[config.mk]
export PLATFORM = sky130hd
export DESIGN_NAME = rvzAltTop
export DESIGN_NICKNAME = d
export VERILOG_FILES = /design/src/rtl/rvzPkg.sv /design/src/rtl/rvzSelectCtrl.sv /design/src/rtl/rvzSelectPath.sv /design/src/rtl/rvzDemo.sv /design/src/rtl/rvzAltTop.sv
export SDC_FILE = /design/constraint.sdc
export NUM_CORES = 1
export LEC_CHECK = 0
export BUFFER_PORTS_ARGS = -buffer_cell sky130_fd_sc_hd__buf_2
export CAP_MARGIN = 20
export CORE_MARGIN = 4
export CORE_UTILIZATION = 45
export CTS_CLUSTER_SIZE = 30
export DETAILED_ROUTE_END_ITERATION = 6
export PLACE_DENSITY = 0.75
export SLEW_MARGIN = 15
export SYNTH_ARGS = -nofsm -noshare
export SYNTH_HDL_FRONTEND = slang
export SYNTH_SLANG_ARGS = --single-unit
[constraint.sdc]
create_clock -name clk -period 2.55 [get_ports clk]
set_input_delay 0.51 -clock clk [delete_from_list [all_inputs] [get_ports clk]]
set_output_delay 0.51 -clock clk [all_outputs]
set_load 0.01 [all_outputs]
[src/rtl/rvzPkg.sv]
package rvzPkg;

  typedef enum logic {
    CONS_RECV = 1'b0,
    CONS_HOLD = 1'b1
  } consStateT;

  // strobes from demo control to demo datapath
  typedef struct packed {
    logic xfer;
    logic waitLoad;
    logic waitDec;
  } demoStrobeT;

endpackage

[src/rtl/rvzSelectCtrl.sv]
module rvzSelectCtrl #(
  parameter int unsigned NCH  = 4,
  parameter int unsigned IDXW = 2
) (
  input  logic            recvReq,
  input  logic [NCH-1:0]  sendReq,
  output logic [NCH-1:0]  grant,
  output logic [IDXW-1:0] idx,
  output logic            fire
);

  logic found;

  always_comb begin
    grant = '0;
    idx   = '0;
    found = 1'b0;
    for (int i = 0; i < NCH; i++) begin
      if (!found && sendReq[i]) begin
        grant[i] = recvReq;
        idx      = IDXW'(i);
        found    = 1'b1;
      end
    end
    fire = found & recvReq;
  end

endmodule

[src/rtl/rvzSelectPath.sv]
module rvzSelectPath #(
  parameter int unsigned NCH = 4,
  parameter int unsigned W   = 8
) (
  input  logic [NCH*W-1:0] sendData,
  input  logic [NCH-1:0]   grant,
  output logic [W-1:0]     recvData
);

  logic [W-1:0] masked [NCH];

  for (genvar g = 0; g < NCH; g++) begin : gMask
    assign masked[g] = grant[g] ? sendData[g*W +: W] : '0;
  end

  always_comb begin
    recvData = '0;
    for (int i = 0; i < NCH; i++) begin
      recvData = recvData | masked[i];
    end
  end

endmodule

[src/rtl/rvzDemo.sv]
module rvzDemo #(
  parameter int unsigned DELAY = 67088385,
  parameter int unsigned CW    = 4
) (
  input  logic          clk,
  input  logic          rstN,
  output logic [CW-1:0] pins
);
  import rvzPkg::*;

  localparam int unsigned DLY   = (DELAY < 1) ? 1 : DELAY;
  localparam int unsigned WAITW = (DLY < 2) ? 1 : $clog2(DLY);

  consStateT        state, stateNext;
  demoStrobeT       strb;
  logic [CW-1:0]    prodCount;
  logic [WAITW-1:0] waitCnt;
  logic             prodReq, consReq;

  // control
  assign prodReq = 1'b1;
  assign consReq = (state == CONS_RECV);

  always_comb begin
    strb.xfer     = prodReq & consReq;
    strb.waitLoad = strb.xfer;
    strb.waitDec  = (state == CONS_HOLD) && (waitCnt != '0);
    stateNext     = state;
    case (state)
      CONS_RECV: if (strb.xfer) stateNext = CONS_HOLD;
      CONS_HOLD: if (waitCnt == '0) stateNext = CONS_RECV;
      default:   stateNext = CONS_RECV;
    endcase
  end

  always_ff @(posedge clk) begin
    if (!rstN) state <= CONS_RECV;
    else       state <= stateNext;
  end

  // datapath
  always_ff @(posedge clk) begin
    if (!rstN) begin
      prodCount <= '0;
      pins      <= '0;
      waitCnt   <= '0;
    end else begin
      if (strb.xfer) begin
        pins      <= prodCount;
        prodCount <= prodCount + CW'(1);
      end
      if (strb.waitLoad)     waitCnt <= WAITW'(DLY - 1);
      else if (strb.waitDec) waitCnt <= waitCnt - WAITW'(1);
    end
  end

endmodule

[src/rtl/rvzAltTop.sv]
module rvzAltTop #(
  parameter int unsigned NCH        = 4,
  parameter int unsigned W          = 8,
  parameter int unsigned DEMO_DELAY = 67088385,
  parameter int unsigned IDXW       = (NCH > 1) ? $clog2(NCH) : 1
) (
  input  logic             clk,
  input  logic             rstN,
  input  logic [NCH-1:0]   sendReq,
  input  logic [NCH*W-1:0] sendData,
  output logic [NCH-1:0]   sendDone,
  input  logic             recvReq,
  output logic [W-1:0]     recvData,
  output logic             recvDone,
  output logic [IDXW-1:0]  recvIdx,
  output logic [3:0]       demoPins
);

  logic [NCH-1:0] grant;
  logic           fire;

  rvzSelectCtrl #(.NCH(NCH), .IDXW(IDXW)) u_ctrl (
    .recvReq (recvReq),
    .sendReq (sendReq),
    .grant   (grant),
    .idx     (recvIdx),
    .fire    (fire)
  );

  rvzSelectPath #(.NCH(NCH), .W(W)) u_path (
    .sendData (sendData),
    .grant    (grant),
    .recvData (recvData)
  );

  rvzDemo #(.DELAY(DEMO_DELAY), .CW(4)) u_demo (
    .clk  (clk),
    .rstN (rstN),
    .pins (demoPins)
  );

  assign sendDone = grant;
  assign recvDone = fire;

endmodule

==> Word-level counts from Yosys, hierarchy flattened <==
Index checks and enable logic that the tools add are counted.
W data, S select, Z words.
{ "word_totals": {"reg_bits": 35, "latch_bits": 0, "ram_bits": 0, "romBits": 0, "input_bits": 39, "memories": 0} }
{ "op_classes": {"addsub": 2, "n_mul": 0, "div_mod_pow": 0, "n_lt_le_gt_ge": 0, "eq_ne": 1, "shifts": 0, "muxes": 19, "bitwise_logic": 5, "n_reduce_logical": 10} }
{ "ops": {"columns": ["cell", "count"], "rows": [
  ["$mux W26", 2],
  ["$mux W8", 4],
  ["$logic_not A26 Y1", 1],
  ["$reduce_bool A26 Y1", 1],
  ["$sub A26 B1 Y26 const B", 1],
  ["$or A8 B8 Y8", 3],
  ["$mux W1", 10],
  ["$add A4 B1 Y4 const B", 1],
  ["$logic_and A1 B1 Y1", 4],
  ["$mux W2", 2],
  ["$logic_not A1 Y1", 3],
  ["$ne A2 B2 Y1 const B", 1],
  ["$pmux W1 S2", 1],
  ["$reduce_and A2 Y1", 1],
  ["$and A1 B1 Y1", 1],
  ["$not A1 Y1", 1]
]} }

==> Longest topological paths before layout <==
Gate-level depths: netlist (run 1).
{ "logic_depth": {"depth_word": 12, "depth_mapped": 8} }

==> Cells and area by module <==
From an unflattened synthesis (run 1), not the netlist that was laid out.
{ "unflattened": {"cells_unflattened": 230, "hier_area_um2": 1933.1} }
{ "modules_own_cells": {"columns": ["mod", "n_inst", "cells_each", "area_per_inst_um2"], "rows": [
  ["rvzDemo", 1, 191, 1680.4],
  ["rvzSelectPath", 1, 28, 170.2],
  ["rvzSelectCtrl", 1, 11, 82.6]
]} }

==> Worst setup path after synthesis (run 1) <==
Ideal clock, no wire load.
{ "synth_path": {"kind": "input to output", "from": "input port sendReq[0]", "to": "output port recvData[0]", "t_arrival_ps": 2064, "setup_slack_ps": -24, "cell_stages": 4, "cell_sequence": "clkbuf_1 -> nor4b_1 -> a222oi_1 -> nand2_1"} }
{ "synth_via": {"elab_chain_len": 12, "word_cells_on_any_way": 20, "classes_between": "mux: 11; bitwise: 3; reduce/logical: 6"} }
{ "synth_lines": {"columns": ["element", "line_no", "text"], "rows": [
  ["start: declaration", "rvzAltTop.sv:9", "input logic [NCH-1:0] sendReq,"],
  ["$mux W1 (*)", "rvzSelectCtrl.sv:19", "if (!found && sendReq[i]) begin"],
  ["$logic_not A1 Y1", "rvzSelectCtrl.sv:19", null],
  ["$logic_and A1 B1 Y1", "rvzSelectCtrl.sv:19", null],
  ["$mux W1 (*)", "rvzSelectCtrl.sv:19", null],
  ["$logic_not A1 Y1", "rvzSelectCtrl.sv:19", null],
  ["$logic_and A1 B1 Y1", "rvzSelectCtrl.sv:19", null],
  ["$mux W1 (*)", "rvzSelectCtrl.sv:19", null],
  ["$logic_not A1 Y1 (*)", "rvzSelectCtrl.sv:19", null],
  ["$logic_and A1 B1 Y1 (*)", "rvzSelectCtrl.sv:19", null],
  ["$mux W1 (*)", "rvzSelectCtrl.sv:19", null],
  ["net sendDone[3]", "rvzAltTop.sv:11", "output logic [NCH-1:0] sendDone,"],
  ["$mux W8 (*)", "rvzSelectPath.sv:13", "assign masked[g] = grant[g] ? sendData[g*W +: W] : '0;"],
  ["$or A8 B8 Y8 (*)", "rvzSelectPath.sv:19", "recvData = recvData | masked[i];"],
  ["end: declaration", "rvzAltTop.sv:13", "output logic [W-1:0] recvData,"]
]} }
Mark *: on every way through the listed nets, which the timed path passes. The rest lies on a longest branch.

==> Worst setup path after layout (run 1) <==
{ "layout_path": {"from": "register u_demo.waitCnt[3]", "to": "register u_demo.waitCnt[25]"} }
{ "layout_via": {"elab_chain_len": 3, "word_cells_on_any_way": 6, "classes_between": "add/sub: 1; eq/ne: 1; mux: 2; reduce/logical: 2"} }
{ "layout_lines": {"columns": ["element", "line_no", "text"], "rows": [
  ["start: declaration", "rvzDemo.sv:17", "logic [WAITW-1:0] waitCnt;"],
  ["start signal: assignment", "rvzDemo.sv:52", "if (strb.waitLoad) waitCnt <= WAITW'(DLY - 1);"],
  ["start signal: assignment", "rvzDemo.sv:53", "else if (strb.waitDec) waitCnt <= waitCnt - WAITW'(1);"],
  ["$sub A26 B1 Y26 / $reduce_bool A26 Y1 (equally long branches)", "rvzDemo.sv:53, rvzDemo.sv:27", null],
  ["$mux W26 / $logic_and A1 B1 Y1 (equally long branches)", "rvzDemo.sv:53, rvzDemo.sv:27", null],
  ["$mux W26 / $ne A2 B2 Y1 (equally long branches)", null, null]
]} }
Parallel ways exist; a longest one is shown, timed or not. The select of a mux whose other input is x is not followed.
A chain may end at the register's enable or synchronous reset.

==> results by group, run 1 <==
Run status
  – Status: completed

Critical path
  – CP max-delay cell: or4_4
  – Crit. End Element: register
  – Setup slack, reg-to-reg: 0.10 ns
  – WP buf/inv: 0
  – Setup CP Type: register to register
  – Worst path cell trace: or4_4 > or4_1 > or2_1 > or4_1 > a31oi_1
  – CP top delay family: simple AND/OR/NAND/NOR gates
  – Worst r2r src: u_demo.waitCnt[3]
  – Most frequent cell on the critical path: or4_1
  – Reg2Reg Depth: 5
  – Worst Path Required: 2.75 ns
  – R2R Path End: u_demo.waitCnt[25]
  – WP data arrival: 2.65 ns
  – CP Max Fanout: 10
  – Setup crit start kind: register
  – Delay of the slowest cell on the worst path: 0.52 ns

Clocking
  – Clock buffer count from CTS: 5
  – Clock sinks: 35
  – Clock-pin slew on the worst setup and hold paths: 0.06 ns
  – CTS tree: built
  – Clock H-tree levels: 2
  – Worst-Skew Late Latency: 0.27 ns
  – Root buffer cell: clkbuf_8
  – CTS max path bufs: 2
  – CTS Hold Bufs: 0

Power and ir drop
  – Pleak: 0.991 nW
  – VDD IR-drop max: 0.414 mV
  – Overall Power: 0.00131 W
  – Power per cell area: 570 nW/um^2

Detailed routing
  – Iter 0 DRT Violations: 63
  – Routed Antenna Nets: 0
  – First-pass iteration count of the detailed router: 6
  – Met3 WL: 323 um
  – DRC errors left: 0
  – Post-Route WL: 4560 um
  – Top sig layer: met4
  – Via/cell ratio: 5.76
  – Routed len/inst: 14.1 um
  – Met1 WL: 1970 um
  – Routed vias: 1860
  – Met2 routed wirelength: 2230 um

Synth
  – Synthesized instance count: 217
  – Seq/Total Area, Yosys: 0.382
  – Mapped Nets: 259
  – Yosys warnings: 0
  – #FFs+latches synth: 35
  – Top cell type's share of synthesized area: 0.382
  – Area leader, netlist: dfxtp_1
  – Synth cell types: 37
  – Area contributors post-synth: dfxtp_1 (38%), or4_1 (7.0%), o31ai_1 (6.1%)
  – Mapped Area: 1830 um^2
  – Syn_area_per_cell: 8.45 um^2

Floorplan
  – Die height: 71.8 um
  – Rows: 22
  – Initial Utilization: 0.483
  – Core area: 3800 um^2
  – Die width: 71.8 um
  – Die ar.: 5160 um^2
  – I/O Pins: 58

STA
  – RSZ-0062 raised after global routing: false
  – Final Hold Viols: 0
  – Final Max Tran Viols: 0
  – TNS Setup: 0 ns
  – Final Skew: 0.00308 ns
  – Achievable frequency: 408 MHz
  – Count of final setup violators: 0
  – Fin crit share: 0.961
  – Final Critical Period: 2.45 ns
  – Rel. slew slack: 0.557
  – Tightest Pin Transition: 0.664 ns

Cells and area
  – Most common cell after layout, fill and taps aside: buf_2
  – Share of cells above drive strength 1: 0.309
  – Commonest non-fill, non-tap cells in the layout: buf_2 (57), dfxtp_1 (35), nand2_1 (17), or4_1 (17), nor2_1 (15)
  – Ant. Diodes: 0
  – P&R area growth vs syn: 25.0%
  – Nets: 318

GRT
  – GR Util All Layers: 0.173
  – Initial antenna violation count: 0
  – Vias in the first global route: 1683
  – First-pass GRT wire length: 7400 um
  – GR Overflow Total: 0
  – Largest net degree at the start of global routing: 25

Placed design
  – IO Port Bufs: 57
  – Gp weighted congestion: 0.730
  – Post-DP HPWL: 3200 um

Min path
  – Hold_sp: u_demo.waitCnt[9]
  – WHS Path Cells: 2
  – WHS Endpoint: u_demo.waitCnt[9]
  – Hold WC Path Type: register to register

Job
  – Max-Cap Viols: 0
[routing by layer]
metal,global-route usage,up-vias
met2,0.308,54
met5,0,-
met4,0.0313,0
met3,0.0477,5
li1,-,946
met1,0.209,855
[cells in the mapped netlist]
library cell / n
buf_2: 4
nor3b_1: 1
dfxtp_1: 35
o21ai_0: 8
a21oi_1: 11
nand2b_1: 1
or2_2: 5
nor2_1: 15
or2_0: 1
or4_1: 17
inv_1: 4
xor2_1: 4
nand4b_1: 1
mux2i_1: 5
or3_1: 14
nor4b_1: 1
o311ai_0: 1
nand3_1: 1
clkbuf_2: 1
a222oi_1: 8
ha_1: 3
clkbuf_1: 12
or4_4: 1
a31oi_1: 12
o31ai_1: 15
a211oi_1: 1
nor3_1: 5
buf_4: 1
nand4_1: 2
nor2b_1: 2
or3b_2: 1
nor4_1: 1
o41a_1: 1
nand2_1: 17
nor4bb_1: 1
and2_1: 1
xnor2_1: 3
[cell type report]
class / instances / area [um^2]
Clock buffer: 6 / 72.6
Fill cell: 332 / 1510
Inverter: 4 / 15.0
Multi-Input combinational cell: 160 / 1060
Sequential cell: 35 / 701
Tap cell: 48 / 60.1
Timing Repair Buffer: 70 / 387
[worst min-delay path: cells and delay by family, from the launching register on]
family	cells	cell delay, ns
compound gates	2	0.13
flops	1	0.31
[where the power goes]
part	switching (W)	leakage, nW	internal (W)
sequential	0.0000356	0.289	0.000588
clock	0.000171	0.0371	0.000182
combinational	0.000174	0.665	0.000155
[registers in the layout, summed over array words and instances, names as in the netlist]
register          cells
u_demo.pins           4
u_demo.prodCount      4
u_demo.state          1
u_demo.waitCnt       26
[per-stage QoR]
stage	util	setup slack [ns]	hold slack (ns)	instances	cell area, um^2
floorplan	-	0.0439	0.453	217	1840
global placement	0.583	0.114	0.469	317	2220
detailed placement	0.583	0.0681	0.471	317	2220
CTS	0.602	0.0668	0.480	323	2290
global route	0.603	0.00706	0.509	323	2290
finish	0.603	0.100	0.481	323	2290
[kinds of logic (layout without fill, tap and decap cells)]
family | after synthesis | in the layout | share of synthesized area
AND/OR/NAND/NOR | 88 | 88 | 0.274
multiplexers | 5 | 5 | 0.0273
XOR/XNOR | 7 | 7 | 0.0334
AO/OA/AOI/OAI | 57 | 57 | 0.213
buffers and inverters | 22 | 80 | 0.0505
adder cells (fa/ha/maj) | 3 | 3 | 0.0205
flip-flops | 35 | 35 | 0.382
[worst max-delay path by stage]
stage                             startpoint                 end  cells after the start
after floorplan            u_demo.waitCnt[2]  u_demo.waitCnt[25]                      7
final                      u_demo.waitCnt[3]  u_demo.waitCnt[25]                      5
after CTS                 u_demo.waitCnt[12]  u_demo.waitCnt[25]                      5
after global routing       u_demo.waitCnt[3]  u_demo.waitCnt[17]                      6
after global placement     u_demo.waitCnt[3]  u_demo.waitCnt[25]                      5
after detailed placement  u_demo.waitCnt[12]  u_demo.waitCnt[25]                      5
[repair_timing]
action / 4_1_cts / 5_1_grt
hold endpoints to repair: 0 / 0
endpoints found under the setup margin: 0 / 5
buffers inserted: 0 / 0
gates resized for setup: 0 / 2
No activity file was read; power rests on OpenSTA's default activity.
==> run 2: changes to the inputs <==
--- a/config.mk
+++ b/config.mk
@@ -11,7 +11,9 @@
 export CORE_UTILIZATION = 45
 export CTS_CLUSTER_SIZE = 30
 export DETAILED_ROUTE_END_ITERATION = 6
-export PLACE_DENSITY = 0.75
+export PLACE_DENSITY = 0.85
+export SETUP_SLACK_MARGIN = 0.15
+export SKIP_CTS_REPAIR_TIMING = 1
 export SLEW_MARGIN = 15
 export SYNTH_ARGS = -nofsm -noshare
 export SYNTH_HDL_FRONTEND = slang
==> run 2 against run 1 <==
Effect of this change: clock power increased by 41%; global-route usage decreased by 0.26 points; final cell count increased by 2.8%; combinational power increased by 28%; register-to-register slack improved by 0.02 ns; sequential cell count unchanged; sequential share of layout area decreased by 2.0 points; first-iteration DRC count increased by 84%; maximum frequency increased by 0.96%; largest power group unchanged.
==> results by group, run 2 (synthesis results as in run 1) <==
Detailed routing
  – Iter 0 DRT Violations: 116
  – Routed Antenna Nets: 0
  – DRC errors left: 0
  – Post-Route WL: 4880 um
  – Top sig layer: met4
  – Via/cell ratio: 5.82
  – Met1 WL: 2030 um
  – Routed len/inst: 14.7 um
  – First-pass iteration count of the detailed router: 4
  – Met2 routed wirelength: 2380 um
  – Routed vias: 1932
  – Met3 WL: 415 um

STA
  – Final Critical Period: 2.43 ns
  – Count of final setup violators: 0
  – Final setup margin: 0.124 ns
  – Fin crit share: 0.951
  – Final Max Tran Viols: 0
  – Final hold slack: 0.491 ns
  – TNS Setup: 0 ns
  – Final Skew: 0.00668 ns
  – Achievable frequency: 412 MHz
  – Tightest Pin Transition: 0.630 ns
  – Rel. slew slack: 0.579
  – Final Hold Viols: 0
  – RSZ-0062 raised after global routing: true

Clocking
  – Worst-Skew Late Latency: 0.29 ns
  – Clock H-tree levels: 2
  – CTS tree: built
  – Root buffer cell: clkbuf_8
  – Clock buffer count from CTS: 5
  – Clock-pin slew on the worst setup and hold paths: 0.07 ns
  – Clock sinks: 35
  – CTS max path bufs: 2

GRT
  – GR Util All Layers: 0.170
  – Vias in the first global route: 1643
  – Initial antenna violation count: 0
  – GR Overflow Total: 0
  – Largest net degree at the start of global routing: 24
  – First-pass GRT wire length: 7110 um

Placed design
  – Post-Place Worst Slack: 0.125 ns
  – IO Port Bufs: 57
  – Gp weighted congestion: 0.805
  – Post-DP HPWL: 3160 um

Cells and area
  – Regs by FF count: u_demo.waitCnt (26), u_demo.pins (4), u_demo.prodCount (4)
  – Share of cells above drive strength 1: 0.359
  – Reg with most FFs: u_demo.waitCnt
  – Commonest non-fill, non-tap cells in the layout: buf_2 (57), dfxtp_1 (33), nand2_1 (17)
  – Final Util: 0.648
  – Ant. Diodes: 0
  – Nets: 325
  – P&R area growth vs syn: 34.1%
  – Most common cell after layout, fill and taps aside: buf_2
  – Max reg flops: 26
  – Number of fillers in the final layout: 303

Floorplan
  – Core area: 3800 um^2
  – Die height: 71.8 um
  – Die width: 71.8 um
  – I/O Pins: 58
  – Rows: 22
  – Die ar.: 5160 um^2
  – Initial Utilization: 0.483

Critical path
  – CP max-delay cell: or4_4
  – Delay of the slowest cell on the worst path: 0.53 ns
  – Critical Path Start: u_demo.waitCnt[7]
  – CP Max Fanout: 7
  – Crit. End Element: register
  – R2R Path End: u_demo.waitCnt[17]
  – Reg2Reg Depth: 6
  – Worst r2r src: u_demo.waitCnt[7]
  – Setup crit end: u_demo.waitCnt[17]
  – Setup CP Type: register to register
  – Worst path cell trace: or4_4 > or4_4 > buf_12 > or3_1 > or3_1 > a31oi_1
  – Setup crit start kind: register
  – Setup slack, reg-to-reg: 0.12 ns
  – Worst Path Required: 2.77 ns
  – WP data arrival: 2.65 ns

Power and ir drop
  – Pleak: 1.07 nW
  – VDD IR-drop max: 0.586 mV
  – Power per cell area: 628 nW/um^2

Run status
  – Status: completed

Min path
  – Hold WC Path Type: register to register

Job
  – Max-Cap Viols: 0
[run 2: cell types whose count changed in the layout (fill, tap and decap cells not counted), sizes merged]
cell / previous run / this run
bufinv: 0 / 1
clkdlybuf4s15: 0 / 1
buf: 70 / 75
clkinv: 0 / 2
[run 2: worst min-delay path by stage]
stage,start,endpoint,slack [ns],cells past startpoint
floorplan,u_demo.waitCnt[9],u_demo.waitCnt[9],0.45,2
finish,u_demo.pins[1],u_demo.pins[1],0.49,2
global placement,u_demo.waitCnt[7],u_demo.waitCnt[7],0.47,2
detailed placement,u_demo.waitCnt[7],u_demo.waitCnt[7],0.48,2
CTS,u_demo.waitCnt[7],u_demo.waitCnt[7],0.49,2
global route,u_demo.waitCnt[7],u_demo.waitCnt[7],0.53,2
[run 2: stage by stage]
| step | std cells | cell area [um^2] | total power, W |
|---|---|---|---|
| after floorplan | 217 | 1850 | 0.000848 |
| after detailed placement | 316 | 2230 | 0.000965 |
| after CTS | 324 | 2340 | 0.00146 |
| final | 332 | 2460 | 0.00154 |
| after global placement | 316 | 2230 | 0.000955 |
| after global routing | 332 | 2460 | 0.00162 |
[run 2: metal layers]
layer	vias to the layer above	global-route usage
li1	964	-
met1	895	0.203
met2	67	0.294
met3	6	0.0505
met4	0	0.0522
met5	-	0
[run 2: area by class of cell]
cell class / instances / area [um^2] / share of cell area
multi-input combinational: 160 / 1090 / 0.444
sequential: 35 / 703 / 0.286
timing repair buffer: 77 / 477 / 0.194
clock buffer: 5 / 68.8 / 0.0280
tap: 48 / 60.1 / 0.0244
clock inverter: 3 / 43.8 / 0.0178
inverter: 4 / 15.0 / 0.00610
[run 2: critical path: cells and delay by family, from the launching register on]
kind | cells | cell delay (ns)
buffers and inverters | 1 | 0.15
and+or+nand+nor | 4 | 1.71
DFF | 1 | 0.34
AOI/OAI and AO/OA | 1 | 0.15
[run 2: report_power, final]
group | leakage [nW] | switching, W | internal (W)
sequential | 0.290 | 0.0000369 | 0.000588
combinational | 0.720 | 0.000203 | 0.000219
clock | 0.0581 | 0.000206 | 0.000291
